--- src/rtl/acp_pkg.sv ---
package acp_pkg;

   localparam int CMD_BITS = 8;
   localparam int FIELD_W  = 3;

   typedef enum logic [2:0] {
      MD_EXTCLK = 3'b000,
      MD_EXTACQ = 3'b001,
      MD_INTCLK = 3'b010,
      MD_RSV3   = 3'b011,
      MD_RESET  = 3'b100,
      MD_RSV5   = 3'b101,
      MD_PARTPD = 3'b110,
      MD_FULLPD = 3'b111
   } op_mode_e;

   typedef struct packed {
      logic       diff;
      logic [2:0] rng;
   } ch_cfg_t;

   typedef enum logic [1:0] {
      FR_HUNT,
      FR_EXTWAIT,
      FR_INTWAIT,
      FR_SHIFT
   } frame_st_e;

   function automatic logic is_powerdown(input logic [2:0] m);
      return m[2] & m[1];
   endfunction

endpackage

--- src/rtl/acp_sync_edge.sv ---
module acp_sync_edge #(
   parameter int STAGES = 2
) (
   input  logic clk,
   input  logic rst_n,
   input  logic cs_n,
   input  logic sclk,
   input  logic din,
   output logic cs_act,
   output logic din_s,
   output logic rise,
   output logic fall
);

   logic [2:0] raw;
   logic       sclk_d;

   generate
      if (STAGES < 0 || STAGES > 4) begin : g_bad
         $error("acp_sync_edge: STAGES must be 0..4");
      end
      if (STAGES == 0) begin : g_direct
         assign raw = {cs_n, sclk, din};
      end else begin : g_chain
         logic [2:0] pipe [STAGES];
         always_ff @(posedge clk or negedge rst_n) begin
            if (!rst_n) begin
               for (int i = 0; i < STAGES; i++) pipe[i] <= 3'b100;
            end else begin
               pipe[0] <= {cs_n, sclk, din};
               for (int i = 1; i < STAGES; i++) pipe[i] <= pipe[i-1];
            end
         end
         assign raw = pipe[STAGES-1];
      end
   endgenerate

   always_ff @(posedge clk or negedge rst_n) begin
      if (!rst_n) sclk_d <= 1'b0;
      else        sclk_d <= raw[1];
   end

   assign cs_act = ~raw[2];
   assign din_s  = raw[0];
   assign rise   = raw[1] & ~sclk_d;
   assign fall   = ~raw[1] & sclk_d;

endmodule

--- src/rtl/acp_byte_rx.sv ---
module acp_byte_rx #(
   parameter int W = 8
) (
   input  logic         clk,
   input  logic         rst_n,
   input  logic         clear,
   input  logic         en,
   input  logic         rise,
   input  logic         din,
   output logic         vld,
   output logic [W-1:0] data
);

   localparam int CW = $clog2(W + 1);

   logic [CW-1:0] cnt;
   logic [W-2:0]  sh;

   generate
      if (W < 3) begin : g_bad
         $error("acp_byte_rx: W must be at least 3");
      end
   endgenerate

   always_ff @(posedge clk or negedge rst_n) begin
      if (!rst_n) begin
         cnt  <= '0;
         sh   <= '0;
         vld  <= 1'b0;
         data <= '0;
      end else begin
         vld <= 1'b0;
         if (clear) begin
            cnt <= '0;
         end else if (en && rise) begin
            if (cnt == '0) begin
               if (din) begin
                  sh  <= (W-1)'(1);
                  cnt <= CW'(1);
               end
            end else if (cnt == CW'(W-1)) begin
               data <= {sh, din};
               vld  <= 1'b1;
               cnt  <= '0;
            end else begin
               sh  <= {sh[W-3:0], din};
               cnt <= cnt + CW'(1);
            end
         end
      end
   end


   vld_single_chk: assert property (@(posedge clk) disable iff (!rst_n)
      vld |=> !vld);


   clear_novld_chk: assert property (@(posedge clk) disable iff (!rst_n)
      clear |=> !vld);

endmodule

--- src/rtl/acp_cmd_regs.sv ---
module acp_cmd_regs
   import acp_pkg::*;
#(
   parameter int          NUM_CH  = 4,
   parameter logic [3:0]  CFG_RST = 4'b0001
) (
   input  logic                        clk,
   input  logic                        rst_n,
   input  logic                        vld,
   input  logic [CMD_BITS-1:0]         cmd,
   output op_mode_e                    mode,
   output ch_cfg_t [NUM_CH-1:0]        cfg,
   output logic                        start,
   output logic [FIELD_W-1:0]          start_ch
);

   logic [FIELD_W-1:0] fld;
   logic               is_mode;
   logic               is_conv;
   logic               ch_ok;
   logic               do_reset;

   assign fld      = cmd[6:4];
   assign is_mode  = (cmd[3:0] == 4'b1000);
   assign is_conv  = (cmd[3:0] == 4'b0000);
   assign ch_ok    = ({1'b0, fld} < 4'(NUM_CH));
   assign do_reset = vld && is_mode && (fld == MD_RESET);

   always_ff @(posedge clk or negedge rst_n) begin
      if (!rst_n) begin
         mode <= MD_EXTCLK;
      end else if (vld && is_mode) begin
         case (op_mode_e'(fld))
            MD_RESET:         mode <= MD_EXTCLK;
            MD_RSV3, MD_RSV5: mode <= mode;
            default:          mode <= op_mode_e'(fld);
         endcase
      end
   end

   generate
      for (genvar g = 0; g < NUM_CH; g++) begin : g_ch
         always_ff @(posedge clk or negedge rst_n) begin
            if (!rst_n) begin
               cfg[g] <= ch_cfg_t'(CFG_RST);
            end else if (do_reset) begin
               cfg[g] <= ch_cfg_t'(CFG_RST);
            end else if (vld && !is_mode && !is_conv && (fld == FIELD_W'(g))) begin
               cfg[g] <= ch_cfg_t'(cmd[3:0]);
            end
         end
      end
   endgenerate

   always_ff @(posedge clk or negedge rst_n) begin
      if (!rst_n) begin
         start    <= 1'b0;
         start_ch <= '0;
      end else begin
         start    <= vld && is_conv && ch_ok && !is_powerdown(mode);
         start_ch <= fld;
      end
   end


   mode_legal_chk: assert property (@(posedge clk) disable iff (!rst_n)
      !(mode inside {MD_RSV3, MD_RSV5, MD_RESET}));


   soft_reset_chk: assert property (@(posedge clk) disable iff (!rst_n)
      do_reset |=> (mode == MD_EXTCLK) && (cfg[0] == ch_cfg_t'(CFG_RST)));


   mode_keeps_cfg_chk: assert property (@(posedge clk) disable iff (!rst_n)
      (vld && is_mode && fld != MD_RESET) |=> $stable(cfg));

endmodule

--- src/rtl/acp_word_tx.sv ---
module acp_word_tx #(
   parameter int W = 16
) (
   input  logic         clk,
   input  logic         rst_n,
   input  logic         clear,
   input  logic         load,
   input  logic [W-1:0] data,
   input  logic         fall,
   output logic         oe,
   output logic         bit_o,
   output logic         fin
);

   localparam int CW = $clog2(W);

   logic [W-1:0]  sh;
   logic [CW-1:0] cnt;

   generate
      if (W < 2) begin : g_bad
         $error("acp_word_tx: W must be at least 2");
      end
   endgenerate

   always_ff @(posedge clk or negedge rst_n) begin
      if (!rst_n) begin
         sh  <= '0;
         cnt <= '0;
         oe  <= 1'b0;
         fin <= 1'b0;
      end else begin
         fin <= 1'b0;
         if (clear) begin
            oe  <= 1'b0;
            cnt <= '0;
         end else if (load) begin
            sh  <= data;
            oe  <= 1'b1;
            cnt <= '0;
         end else if (oe && fall) begin
            if (cnt == CW'(W-1)) begin
               oe  <= 1'b0;
               fin <= 1'b1;
            end else begin
               sh  <= {sh[W-2:0], 1'b0};
               cnt <= cnt + CW'(1);
            end
         end
      end
   end

   assign bit_o = sh[W-1];


   bit_hold_chk: assert property (@(posedge clk) disable iff (!rst_n)
      (oe && !fall && !load && !clear) |=> (oe && $stable(bit_o)));

endmodule

--- src/rtl/adc_cmd_port.sv ---
module adc_cmd_port
   import acp_pkg::*;
#(
   parameter int         NUM_CH      = 4,
   parameter int         DATA_W      = 16,
   parameter int         SYNC_STAGES = 2,
   parameter logic [3:0] CFG_RST     = 4'b0001
) (
   input  logic                      clk,
   input  logic                      rst_n,
   input  logic                      cs_n,
   input  logic                      sclk,
   input  logic                      din,
   output logic                      sdo,
   output logic                      sdo_en,
   output logic                      sstrb,
   output logic                      conv_req,
   output logic [$clog2(NUM_CH)-1:0] conv_ch,
   output logic                      conv_diff,
   output logic [2:0]                conv_range,
   input  logic                      conv_done,
   input  logic [DATA_W-1:0]         conv_data,
   output logic [2:0]                op_mode
);

   localparam int CH_W       = $clog2(NUM_CH);
   localparam int LEAD_FALLS = CMD_BITS;
   localparam int FC_W       = $clog2(LEAD_FALLS + 1);

   generate
      if (NUM_CH < 2 || NUM_CH > 8) begin : g_bad_ch
         $error("adc_cmd_port: NUM_CH must be 2..8");
      end
      if (DATA_W < 2) begin : g_bad_w
         $error("adc_cmd_port: DATA_W must be at least 2");
      end
   endgenerate

   logic                  cs_act, din_s, rise, fall;
   logic                  rx_vld;
   logic [CMD_BITS-1:0]   rx_byte;
   op_mode_e              mode;
   ch_cfg_t [NUM_CH-1:0]  cfg;
   logic                  start;
   logic [FIELD_W-1:0]    start_ch;
   frame_st_e             st;
   logic [FC_W-1:0]       fcnt;
   logic                  int_q;
   logic [DATA_W-1:0]     res_q;
   logic                  tx_load, tx_oe, tx_bit, tx_fin;
   logic [DATA_W-1:0]     tx_data;

   acp_sync_edge #(.STAGES(SYNC_STAGES)) u_sync (
      .clk(clk), .rst_n(rst_n), .cs_n(cs_n), .sclk(sclk), .din(din),
      .cs_act(cs_act), .din_s(din_s), .rise(rise), .fall(fall)
   );

   acp_byte_rx #(.W(CMD_BITS)) u_rx (
      .clk(clk), .rst_n(rst_n), .clear(!cs_act), .en(st == FR_HUNT),
      .rise(rise), .din(din_s), .vld(rx_vld), .data(rx_byte)
   );

   acp_cmd_regs #(.NUM_CH(NUM_CH), .CFG_RST(CFG_RST)) u_regs (
      .clk(clk), .rst_n(rst_n), .vld(rx_vld), .cmd(rx_byte),
      .mode(mode), .cfg(cfg), .start(start), .start_ch(start_ch)
   );

   always_ff @(posedge clk or negedge rst_n) begin
      if (!rst_n) begin
         st    <= FR_HUNT;
         fcnt  <= '0;
         int_q <= 1'b0;
         res_q <= '0;
      end else if (!cs_act) begin
         st <= FR_HUNT;
      end else begin
         case (st)
            FR_HUNT: begin
               if (start) begin
                  st    <= (mode == MD_INTCLK) ? FR_INTWAIT : FR_EXTWAIT;
                  int_q <= (mode == MD_INTCLK);
                  fcnt  <= '0;
               end
            end
            FR_EXTWAIT: begin
               if (conv_done) res_q <= conv_data;
               if (fall) begin
                  if (fcnt == FC_W'(LEAD_FALLS)) st <= FR_SHIFT;
                  else                           fcnt <= fcnt + FC_W'(1);
               end
            end
            FR_INTWAIT: begin
               if (conv_done) st <= FR_SHIFT;
            end
            FR_SHIFT: begin
               if (tx_fin) st <= FR_HUNT;
            end
            default: st <= FR_HUNT;
         endcase
      end
   end

   assign tx_load = cs_act &&
                    (((st == FR_EXTWAIT) && fall && (fcnt == FC_W'(LEAD_FALLS))) ||
                     ((st == FR_INTWAIT) && conv_done));
   assign tx_data = (st == FR_INTWAIT) ? conv_data : res_q;

   acp_word_tx #(.W(DATA_W)) u_tx (
      .clk(clk), .rst_n(rst_n), .clear(!cs_act), .load(tx_load),
      .data(tx_data), .fall(fall), .oe(tx_oe), .bit_o(tx_bit), .fin(tx_fin)
   );

   always_ff @(posedge clk or negedge rst_n) begin
      if (!rst_n) begin
         conv_req   <= 1'b0;
         conv_ch    <= '0;
         conv_diff  <= 1'b0;
         conv_range <= '0;
      end else begin
         conv_req <= start && cs_act;
         if (start) begin
            conv_ch    <= start_ch[CH_W-1:0];
            conv_diff  <= cfg[start_ch[CH_W-1:0]].diff;
            conv_range <= cfg[start_ch[CH_W-1:0]].rng;
         end
      end
   end

   assign sdo     = tx_bit;
   assign sdo_en  = tx_oe;
   assign sstrb   = tx_oe & int_q;
   assign op_mode = mode;


   cs_release_chk: assert property (@(posedge clk) disable iff (!rst_n)
      !cs_act |=> (!sdo_en && !sstrb));


   pd_drop_chk: assert property (@(posedge clk) disable iff (!rst_n)
      conv_req |-> !(op_mode[2] && op_mode[1]));


   req_pulse_chk: assert property (@(posedge clk) disable iff (!rst_n)
      conv_req |=> !conv_req);


   strobe_src_chk: assert property (@(posedge clk) disable iff (!rst_n)
      $rose(sstrb) |-> $past(conv_done));

endmodule

--- config.mk ---
export PLATFORM = sky130hd
export DESIGN_NAME = adc_cmd_port
export DESIGN_NICKNAME = d
export VERILOG_FILES = /design/src/rtl/acp_pkg.sv /design/src/rtl/acp_sync_edge.sv /design/src/rtl/acp_byte_rx.sv /design/src/rtl/acp_cmd_regs.sv /design/src/rtl/acp_word_tx.sv /design/src/rtl/adc_cmd_port.sv
export SDC_FILE = /design/constraint.sdc
export NUM_CORES = 1
export LEC_CHECK = 0
export CAP_MARGIN = 10
export CORE_AREA = 2 2 125 127
export CTS_CLUSTER_SIZE = 10
export DETAILED_ROUTE_END_ITERATION = 8
export DIE_AREA = 0 0 127 129
export GPL_TIMING_DRIVEN = 0
export PLACE_DENSITY = 0.61
export SYNTH_ARGS = -nofsm -noshare
export SYNTH_HDL_FRONTEND = slang
export SYNTH_HIERARCHICAL = 1
export SYNTH_SLANG_ARGS = --single-unit
--- constraint.sdc ---
create_clock -name clk -period 2.2 [get_ports clk]
set_input_delay 0.22 -clock clk [delete_from_list [all_inputs] [get_ports clk]]
set_output_delay 0.22 -clock clk [all_outputs]
set_load 0.03 [all_outputs]
==> metrics, run 1 <==
status finished clean; Critical Path RT ~2400 ps; Worst R2R Setup Slack 70 ps; Layout Cells excl Fill a little under 700; utilization after layout 0.405; Post-Syn Area between 5000 and 6000 um2; Avg Cell Area, Syn approximately 11 um2; peak supply drop ~0.00045 V; Worst Hold End u_sync/g_chain.pipe[5]; Core Box Area roughly 15000 um2; number of port buffers 34; Post-Syn Instances between 400 and 500; antenna violations before repair 0; placed cell count around 670; DR pass1 iterations 5; max-slew violations 0; fin crit share 0.970; Fin Hold WS 279 ps; CP startpoint kind register; # H-tree levels 3; CP max-delay cell or4_1; internal power approximately 3.8 mW; worst skew pair latency 350 ps; Worst Setup End Kind register; wire length per cell ~16 um; final setup vio count 0; RD Place Congestion 0.832; Syn Nets 479; pwr dens 871 nW/um2; most used cell, CP buf_6; TritonCTS clock tree built; via count between 3000 and 4000; fmax between 400 and 500 MHz; wirelength, routed about 11000 um; number of diodes 0; Worst Hold Class input pin to register; Sink Count 99; die span in x about 130 um; clk slew on worst S/H paths around 60 ps; Clk pwr share 0.323; GR Overflow Total 0; number of global-route vias before repair a little under 4000; max-cap violation count 0; Crit Reg-Reg Startpoint st[0]; Net Sw Frac 0.282; Layout Nets roughly 530; Post-DP HPWL approximately 7700 um; largest net degree at the start of global routing 54; clock skew 8.89 ps; maximum fanout along the worst path 10; Die ar. between 15000 and 20000 um2; layout cells sized above 1 0.231; Layout area overhead 19.6%; RSZ-0062 raised after global routing true; WS Path Type register to register; cells on worst reg2reg path 9; Lkg Pwr 2.55 nW; CP Cell Sequence inv_1, ha_1, buf_6, buf_6, a32oi_2, nor2_2, or2_4, or4_1, o221a_2; overall power between 5 and 6 mW; power share of the sequential group 0.422; IO Count 35; Overall Global Routing Usage 0.142; Net Switching approximately 1.5 mW; Hold Vio Cnt, Final 0; min Tclk post-route ~2100 ps; first-pass GRT wire length 18800 um; Slew HR 0.575; clk buf depth 2; largest stage delay on the critical path ~470 ps; root buf cell clkbuf_16; Starting Density 0.339; total negative slack 0 ps; total CTS buffers 9; post-route ant nets 0; worst-margin pin slew 638 ps; Placement Rows 45; Synth warnings 6; Comb pwr share 0.255; Worst Hold Depth 1; DRC violations left 0; worst hold path startpoint cs_n; chip height ~130 um; FF-to-FF End u_tx/sh[8]; Initial DRC Count ~250; crit path DAT between 2000 and 2500 ps; vias per inst 5.37
layout by cell type (no fill, tap or decap), drive strengths merged, types with 8 or more instances in the layout:
| master | count |
|---|---|
| a211oi | 18 |
| a21boi | 10 |
| a21oi | 14 |
| buf | 22 |
| clkbuf | 18 |
| clkdlybuf4s50 | 33 |
| dfrtp | 93 |
| ha | 9 |
| inv | 27 |
| mux2 | 46 |
| nand2 | 15 |
| nand2b | 8 |
| nand3 | 11 |
| nor2 | 23 |
| o21ai | 16 |
| o22ai | 17 |
metrics by stage:
stage / area [um2] / worst slack, ps
6_report: 6070 / 65.3
5_1_grt: 6070 / -26.0
4_1_cts: 6040 / 0.148
3_5_place_dp: 5690 / -198
3_3_place_gp: 5660 / -2870
2_1_floorplan: 5080 / 24.7
registers in the layout (all words and copies together), names as in the netlist, 4 cells and up:
register	flops
u_tx/cnt	4
res_q	16
u_rx/cnt	4
fcnt	4
u_rx/sh	6
u_regs/cfg	16
u_rx/data	7
u_tx/sh	16
per-layer routing:
metal	vias to the layer above	global-route usage	part of all wire
met4	0	0.0472	0.011
met1	1849	0.199	0.50
met3	7	0.0262	0.032
met2	66	0.223	0.46
li1	1783	-	-
met5	-	0	0
power by group through the flow:
stage | Clock [mW] | Combinational, mW | Sequential (mW)
5_1_grt | 1.84 | 1.47 | 2.26
6_report | 1.71 | 1.35 | 2.23
3_5_place_dp | 0 | 1.29 | 2.26
4_1_cts | 1.75 | 1.34 | 2.23
2_1_floorplan | 0 | 0.986 | 2.23
3_3_place_gp | 0 | 1.25 | 2.25
area by class of cell:
type | instances | area, um2
Multi-Input combinational cell | 297 | 2360
Tap cell | 188 | 235
Sequential cell | 99 | 2480
Timing Repair Buffer | 39 | 398
Clock inverter | 7 | 98.8
Fill cell | 1442 | 8900
Inverter | 25 | 93.8
Clock buffer | 9 | 225
Buffer | 26 | 171
timing repair:
action | 4_1_cts | 5_1_grt
endpoints found under the hold margin | 44 | 0
gates resized for setup | 5 | 6
hold buffers | 1 | 0
buffers inserted | 1 | 2
pin swaps | 1 | 3
setup endpoints to repair | 13 | 10
how the worst max path moves through the flow:
stage	from	endpoint	slack [ps]
floorplan	st[0]	u_tx/sh[8]	20
global placement	rst_n	res_q[3]	-2870
detailed placement	st[0]	u_tx/sh[8]	-200
CTS	st[0]	u_tx/sh[8]	0.1
global route	u_sync/raw[2]	u_tx/sh[8]	-30
finish	st[0]	u_tx/sh[8]	70
worst max-delay path: cells and delay by family (launching register included):
kind / cells / cell delay [ps]
compound gates: 2 / 300
flops: 1 / 360
buf+inv: 3 / 340
simple gates: 3 / 810
fa+ha+maj: 1 / 220
Power figures use the tool's default switching activity.
==> run 2: changes to the inputs <==
--- a/config.mk
+++ b/config.mk
@@ -12,6 +12,7 @@
 export DIE_AREA = 0 0 127 129
 export GPL_TIMING_DRIVEN = 0
 export PLACE_DENSITY = 0.61
+export SETUP_SLACK_MARGIN = 0.15
 export SYNTH_ARGS = -nofsm -noshare
 export SYNTH_HDL_FRONTEND = slang
 export SYNTH_HIERARCHICAL = 1
==> run 2 against run 1 <==
  * Clock power about the same
  * Wire length increased by 5.3%
  * Clock skew fell by 2.4 ps
  * Final cell count increased by 1.9%
==> metrics, run 2 (synthesis results as in run 1) <==
status finished clean; post-route ant nets 0; Placement Rows between 40 and 50; CP startpoint kind register; Top Registers res_q x16, u_regs/cfg x16, u_tx/sh x16; chip height around 130 um; fin crit share 0.978; Clk pwr share 0.305; Slew HR 0.632; clk buf depth 2; wire length per cell between 15 and 20 um; min Tclk post-route 2150 ps; internal power 4.00 mW; largest stage delay on the critical path about 480 ps; Layout Nets roughly 540; Starting Density 0.339; worst-margin pin slew ~550 ps; largest net degree at the start of global routing 60; root buf cell clkbuf_16; Crit path buffers/inverters 4; maximum fanout along the worst path 3; utilization after layout 0.421; max-cap violation count 0; Filler cells between 1000 and 1500; most common cell after layout, fill and taps aside dfrtp_1; Hold Vio Cnt, Final 0; GR Overflow Total 0; commonest non-fill, non-tap cells in the layout 93 x dfrtp_1, 39 x mux2_2, 33 x clkdlybuf4s50_1; CP max-delay cell or4_4; layout cells sized above 1 0.274; power share of the sequential group 0.402; antenna violations before repair 0; number of diodes 0; Comb pwr share 0.293; crit path DAT approximately 2400 ps; Die ar. roughly 16000 um2; most used cell, CP buf_8; Overall Global Routing Usage 0.146; Critical Path RT between 2000 and 2500 ps; number of global-route vias before repair roughly 3800; TritonCTS clock tree built; Lkg Pwr around 2.6 nW; DR pass1 iterations 4; peak supply drop between 0.0004 and 0.0005 V; Worst Hold Class input pin to register; worst skew pair latency 350 ps; RD Place Congestion 0.842; vias per inst about 5.5; total CTS buffers 9; # H-tree levels 3; Worst Setup End Kind register; pwr dens slightly below 900 nW/um2; final setup vio count 0; overall power between 5 and 6 mW; Sink Count between 90 and 100; first-pass GRT wire length around 19000 um; Net Switching 1.56 mW; Post-DP HPWL around 7800 um; max-slew violations 0; number of port buffers 34; CP Cell Sequence inv_2, ha_4, buf_8, buf_8, a32oi_2, nor2_2, or2_1, clkbuf_8, or4_4, o221a_4; clock skew about 6.5 ps; DRC violations left 0; Core Box Area 15000 um2; Layout area overhead 24.2%; clk slew on worst S/H paths roughly 70 ps; IO Count 35; WS Path Type register to register; CP top delay family simple AND/OR/NAND/NOR gates; die span in x roughly 130 um; Initial DRC Count roughly 300; RSZ-0062 raised after global routing true; via count about 3800; fmax between 400 and 500 MHz; wirelength, routed 11600 um; Net Sw Frac 0.281
run 2: changes by cell type in the layout (fill, tap and decap cells not counted), sizes merged:
cell | before | now
buf | 22 | 34
inv | 27 | 23
clkinvlp | 1 | 4
clkbuf | 18 | 20
run 2: power by group through the flow:
| stage | clock, mW | combinational [mW] | sequential (mW) |
|---|---|---|---|
| final | 1.70 | 1.63 | 2.24 |
| after global placement | 0 | 1.26 | 2.25 |
| after CTS | 1.75 | 1.46 | 2.22 |
| after detailed placement | 0 | 1.31 | 2.26 |
| after global routing | 1.84 | 1.79 | 2.27 |
| after floorplan | 0 | 0.996 | 2.23 |
run 2: final timing paths:
path | endpoint | slack (ps) | start | cells past startpoint
max | u_tx/sh[8] | 50 | st[0] | 10
min | u_sync/g_chain.pipe[5] | 280 | cs_n | 1
max reg2reg | u_tx/sh[8] | 50 | st[0] | 10
min reg2reg | u_sync/raw[0] | 350 | u_sync/g_chain.pipe[3] | 0
max in group asynchronous | u_regs/cfg[0] | 1080 | rst_n | 3
min in group asynchronous | u_rx/data[2] | 410 | rst_n | 2
run 2: layer usage:
layer,share of wire,track usage,up-vias
met5,0,0,-
met4,0.021,0.0608,0
met3,0.030,0.0216,22
met2,0.48,0.225,73
met1,0.47,0.208,1934
li1,-,-,1805
run 2: area by class of cell:
| type | instances | area [um2] | area share |
|---|---|---|---|
| Buffer | 27 | 204 | 0.0324 |
| Clock buffer | 11 | 243 | 0.0385 |
| Clock inverter | 5 | 77.6 | 0.0123 |
| Inverter | 25 | 101 | 0.0161 |
| Multi-Input combinational cell | 297 | 2470 | 0.392 |
| Sequential cell | 99 | 2480 | 0.394 |
| Tap cell | 188 | 235 | 0.0373 |
| Timing Repair Buffer | 50 | 480 | 0.0762 |
| Timing Repair inverter | 1 | 5.00 | 0.000794 |
run 2: metrics by stage:
step | cells | TNS (ps) | hold WS (ps) | cell area [um2] | worst slack (ps)
finish | 703 | 0 | 278 | 6300 | 48.9
global route | 703 | -31.6 | 271 | 6300 | -31.6
CTS | 697 | 0 | 266 | 6140 | 67.2
detailed placement | 671 | -366 | 255 | 5690 | -115
global placement | 670 | -279410 | 333 | 5670 | -2900
floorplan | 448 | 0 | -75.6 | 5090 | 87.8
run 2: what timing repair did:
| item | in CTS | in global routing |
|---|---|---|
| gates resized for setup | 13 | 23 |
| hold endpoints to repair | 38 | 0 |
| hold buffers | 1 | 0 |
| endpoints found under the setup margin | 20 | 31 |
| cloned | 0 | 1 |
| buffers inserted | 9 | 5 |
| pin swaps | 3 | 4 |
==> run 3: changes to the inputs <==
--- a/config.mk
+++ b/config.mk
@@ -7,6 +7,7 @@
 export LEC_CHECK = 0
 export CAP_MARGIN = 10
 export CORE_AREA = 2 2 125 127
+export CTS_BUF_LIST = sky130_fd_sc_hd__clkbuf_4
 export CTS_CLUSTER_SIZE = 10
 export DETAILED_ROUTE_END_ITERATION = 8
 export DIE_AREA = 0 0 127 129
==> run 3 against run 2 <==
  * Clock power fell by 37%
  * Highest routed layer unchanged
  * Final area down 2.6%
  * Non-clock buffer count unchanged
  * Sequential power about the same
  * Global-route usage shrank 0.14 points
==> metrics, run 3 (synthesis results as in run 1) <==
maximum fanout along the worst path 3; wire length per cell 16.3 um; WS Path Type register to register; Slew HR 0.636; commonest non-fill, non-tap cells in the layout 93 x dfrtp_1, 39 x mux2_2, 32 x clkdlybuf4s50_1; DRC violations left 0; most used cell, CP buf_8; Overall Global Routing Usage 0.145; worst-margin pin slew between 500 and 600 ps; post-route design area around 6100 um2; TritonCTS clock tree built; area of placed instances ~5700 um2; # H-tree levels 3; Die ar. ~16000 um2; die span in x 127 um; post-route ant nets 0; Initial DRC Count about 300; DR pass1 iterations 5; Top Registers res_q x16, u_regs/cfg x16, u_tx/sh x16; first-pass GRT wire length 19100 um; max-cap violation count 0; Filler cells 1453; CP max-delay cell or4_4; RSZ-0062 raised after global routing true; largest stage delay on the critical path 480 ps; largest net degree at the start of global routing 60; final setup vio count 0; antenna violations before repair 1; Post-DP HPWL about 8000 um; min Tclk post-route between 2000 and 2500 ps; RD Place Congestion between 0.8 and 0.9; Sink Count 99; clk buf depth 2; met2 WL 5490 um; Starting Density 0.339; top sig layer met4; Core Box Area ~15000 um2; Hold Vio Cnt, Final 0; Layout area overhead 21.0%; fin crit share 0.980; chip height approximately 130 um; utilization after layout 0.410; Fin Hold WS ~140 ps; Placement Rows 45; Setup WS post-layout between 40 and 50 ps; wirelength, routed ~11000 um; GR Overflow Total 0; total CTS buffers 9; max-slew violations 0; number of global-route vias before repair 3755; pre-CTS setup slack -115 ps; multi-input logic area 2470 um2; status finished clean; worst skew pair latency approximately 470 ps; fmax 464 MHz; root buf cell clkbuf_4; most common cell after layout, fill and taps aside dfrtp_1; wire length on met1 about 5400 um; routed wl met3 ~470 um; via count 3764; number of port buffers 34; CP Cell Sequence inv_2, ha_4, buf_8, buf_8, a32oi_2, nor2_2, or2_1, clkbuf_8, or4_4, o221a_4; clk slew on worst S/H paths ~150 ps; Lkg Pwr 2.58 nW; crit path DAT approximately 2500 ps; layout cells sized above 1 0.270; Critical Path RT between 2000 and 3000 ps; peak supply drop between 0.0003 and 0.0004 V; Layout Nets about 540; vias per inst around 5.3; Worst Hold Class input pin to register; CP startpoint kind register; Storage cell area ~2500 um2; IO Count 35; pwr dens around 800 nW/um2; Worst Setup End Kind register; clock skew 11.6 ps
-- run 3: cell types whose count changed in the layout (fill, tap and decap cells not counted), sizes merged --
| cell | change |
|---|---|
| clkdlybuf4s50 | -1 |
| clkinv | +1 |
| buf | -1 |
| diode | +1 |
| dlymetal6s2s | +1 |
-- run 3: worst paths after layout --
path / startpoint / endpoint / slack, ps / depth (start not counted)
max: st[0] / u_tx/sh[8] / 40 / 10
min: cs_n / u_sync/g_chain.pipe[5] / 140 / 1
max reg2reg: st[0] / u_tx/sh[8] / 40 / 10
min reg2reg: u_sync/g_chain.pipe[3] / u_sync/raw[0] / 370 / 0
max in group asynchronous: rst_n / u_regs/cfg[0] / 1220 / 3
min in group asynchronous: rst_n / u_rx/data[2] / 270 / 2
-- run 3: where the power goes --
part	switching (mW)	internal, mW	total, mW	leakage (nW)
clock	0.605	0.467	1.07	0.0838
combinational	0.722	0.894	1.62	1.18
sequential	0.154	2.07	2.23	1.31
total	1.48	3.44	4.92	2.58
-- run 3: repair_timing --
action                     CTS  global route
pin swaps                    3             5
resized for setup           13            24
hold buffers                 1             0
hold endpoints to repair    38             0
cloned                       0             1
setup buffers                9             5
setup endpoints to repair   22            40
-- run 3: critical path, delay by kind of cell, from the launching register on --
family / cells / cell delay, ps
simple gates: 3 / 770
flops: 1 / 420
buf+inv: 4 / 420
compound gates: 2 / 300
fa+ha+maj: 1 / 160
-- run 3: stage by stage --
stage | cells | power [mW] | setup TNS, ps
final | 704 | 4.92 | 0
after global routing | 704 | 5.25 | -39.9
after CTS | 697 | 4.80 | 0
after detailed placement | 671 | 3.57 | -366
after global placement | 670 | 3.51 | -279410
after floorplan | 448 | 3.22 | 0
-- run 3: layout make-up --
type / count / area share
diodes: 1 / 0.000407
plain buffers: 27 / 0.0336
clock buffers: 10 / 0.0122
clock inverters: 6 / 0.0132
inverters: 25 / 0.0165
multi-input cells: 297 / 0.402
flip-flops and latches: 99 / 0.405
well taps: 188 / 0.0383
repair buffers: 50 / 0.0786
repair inverters: 1 / 0.000815
-- run 3: layer usage --
metal,global-route usage,vias to the layer above
met5,0,-
met4,0.0407,0
met3,0.0304,10
met2,0.224,69
met1,0.208,1887
li1,-,1798
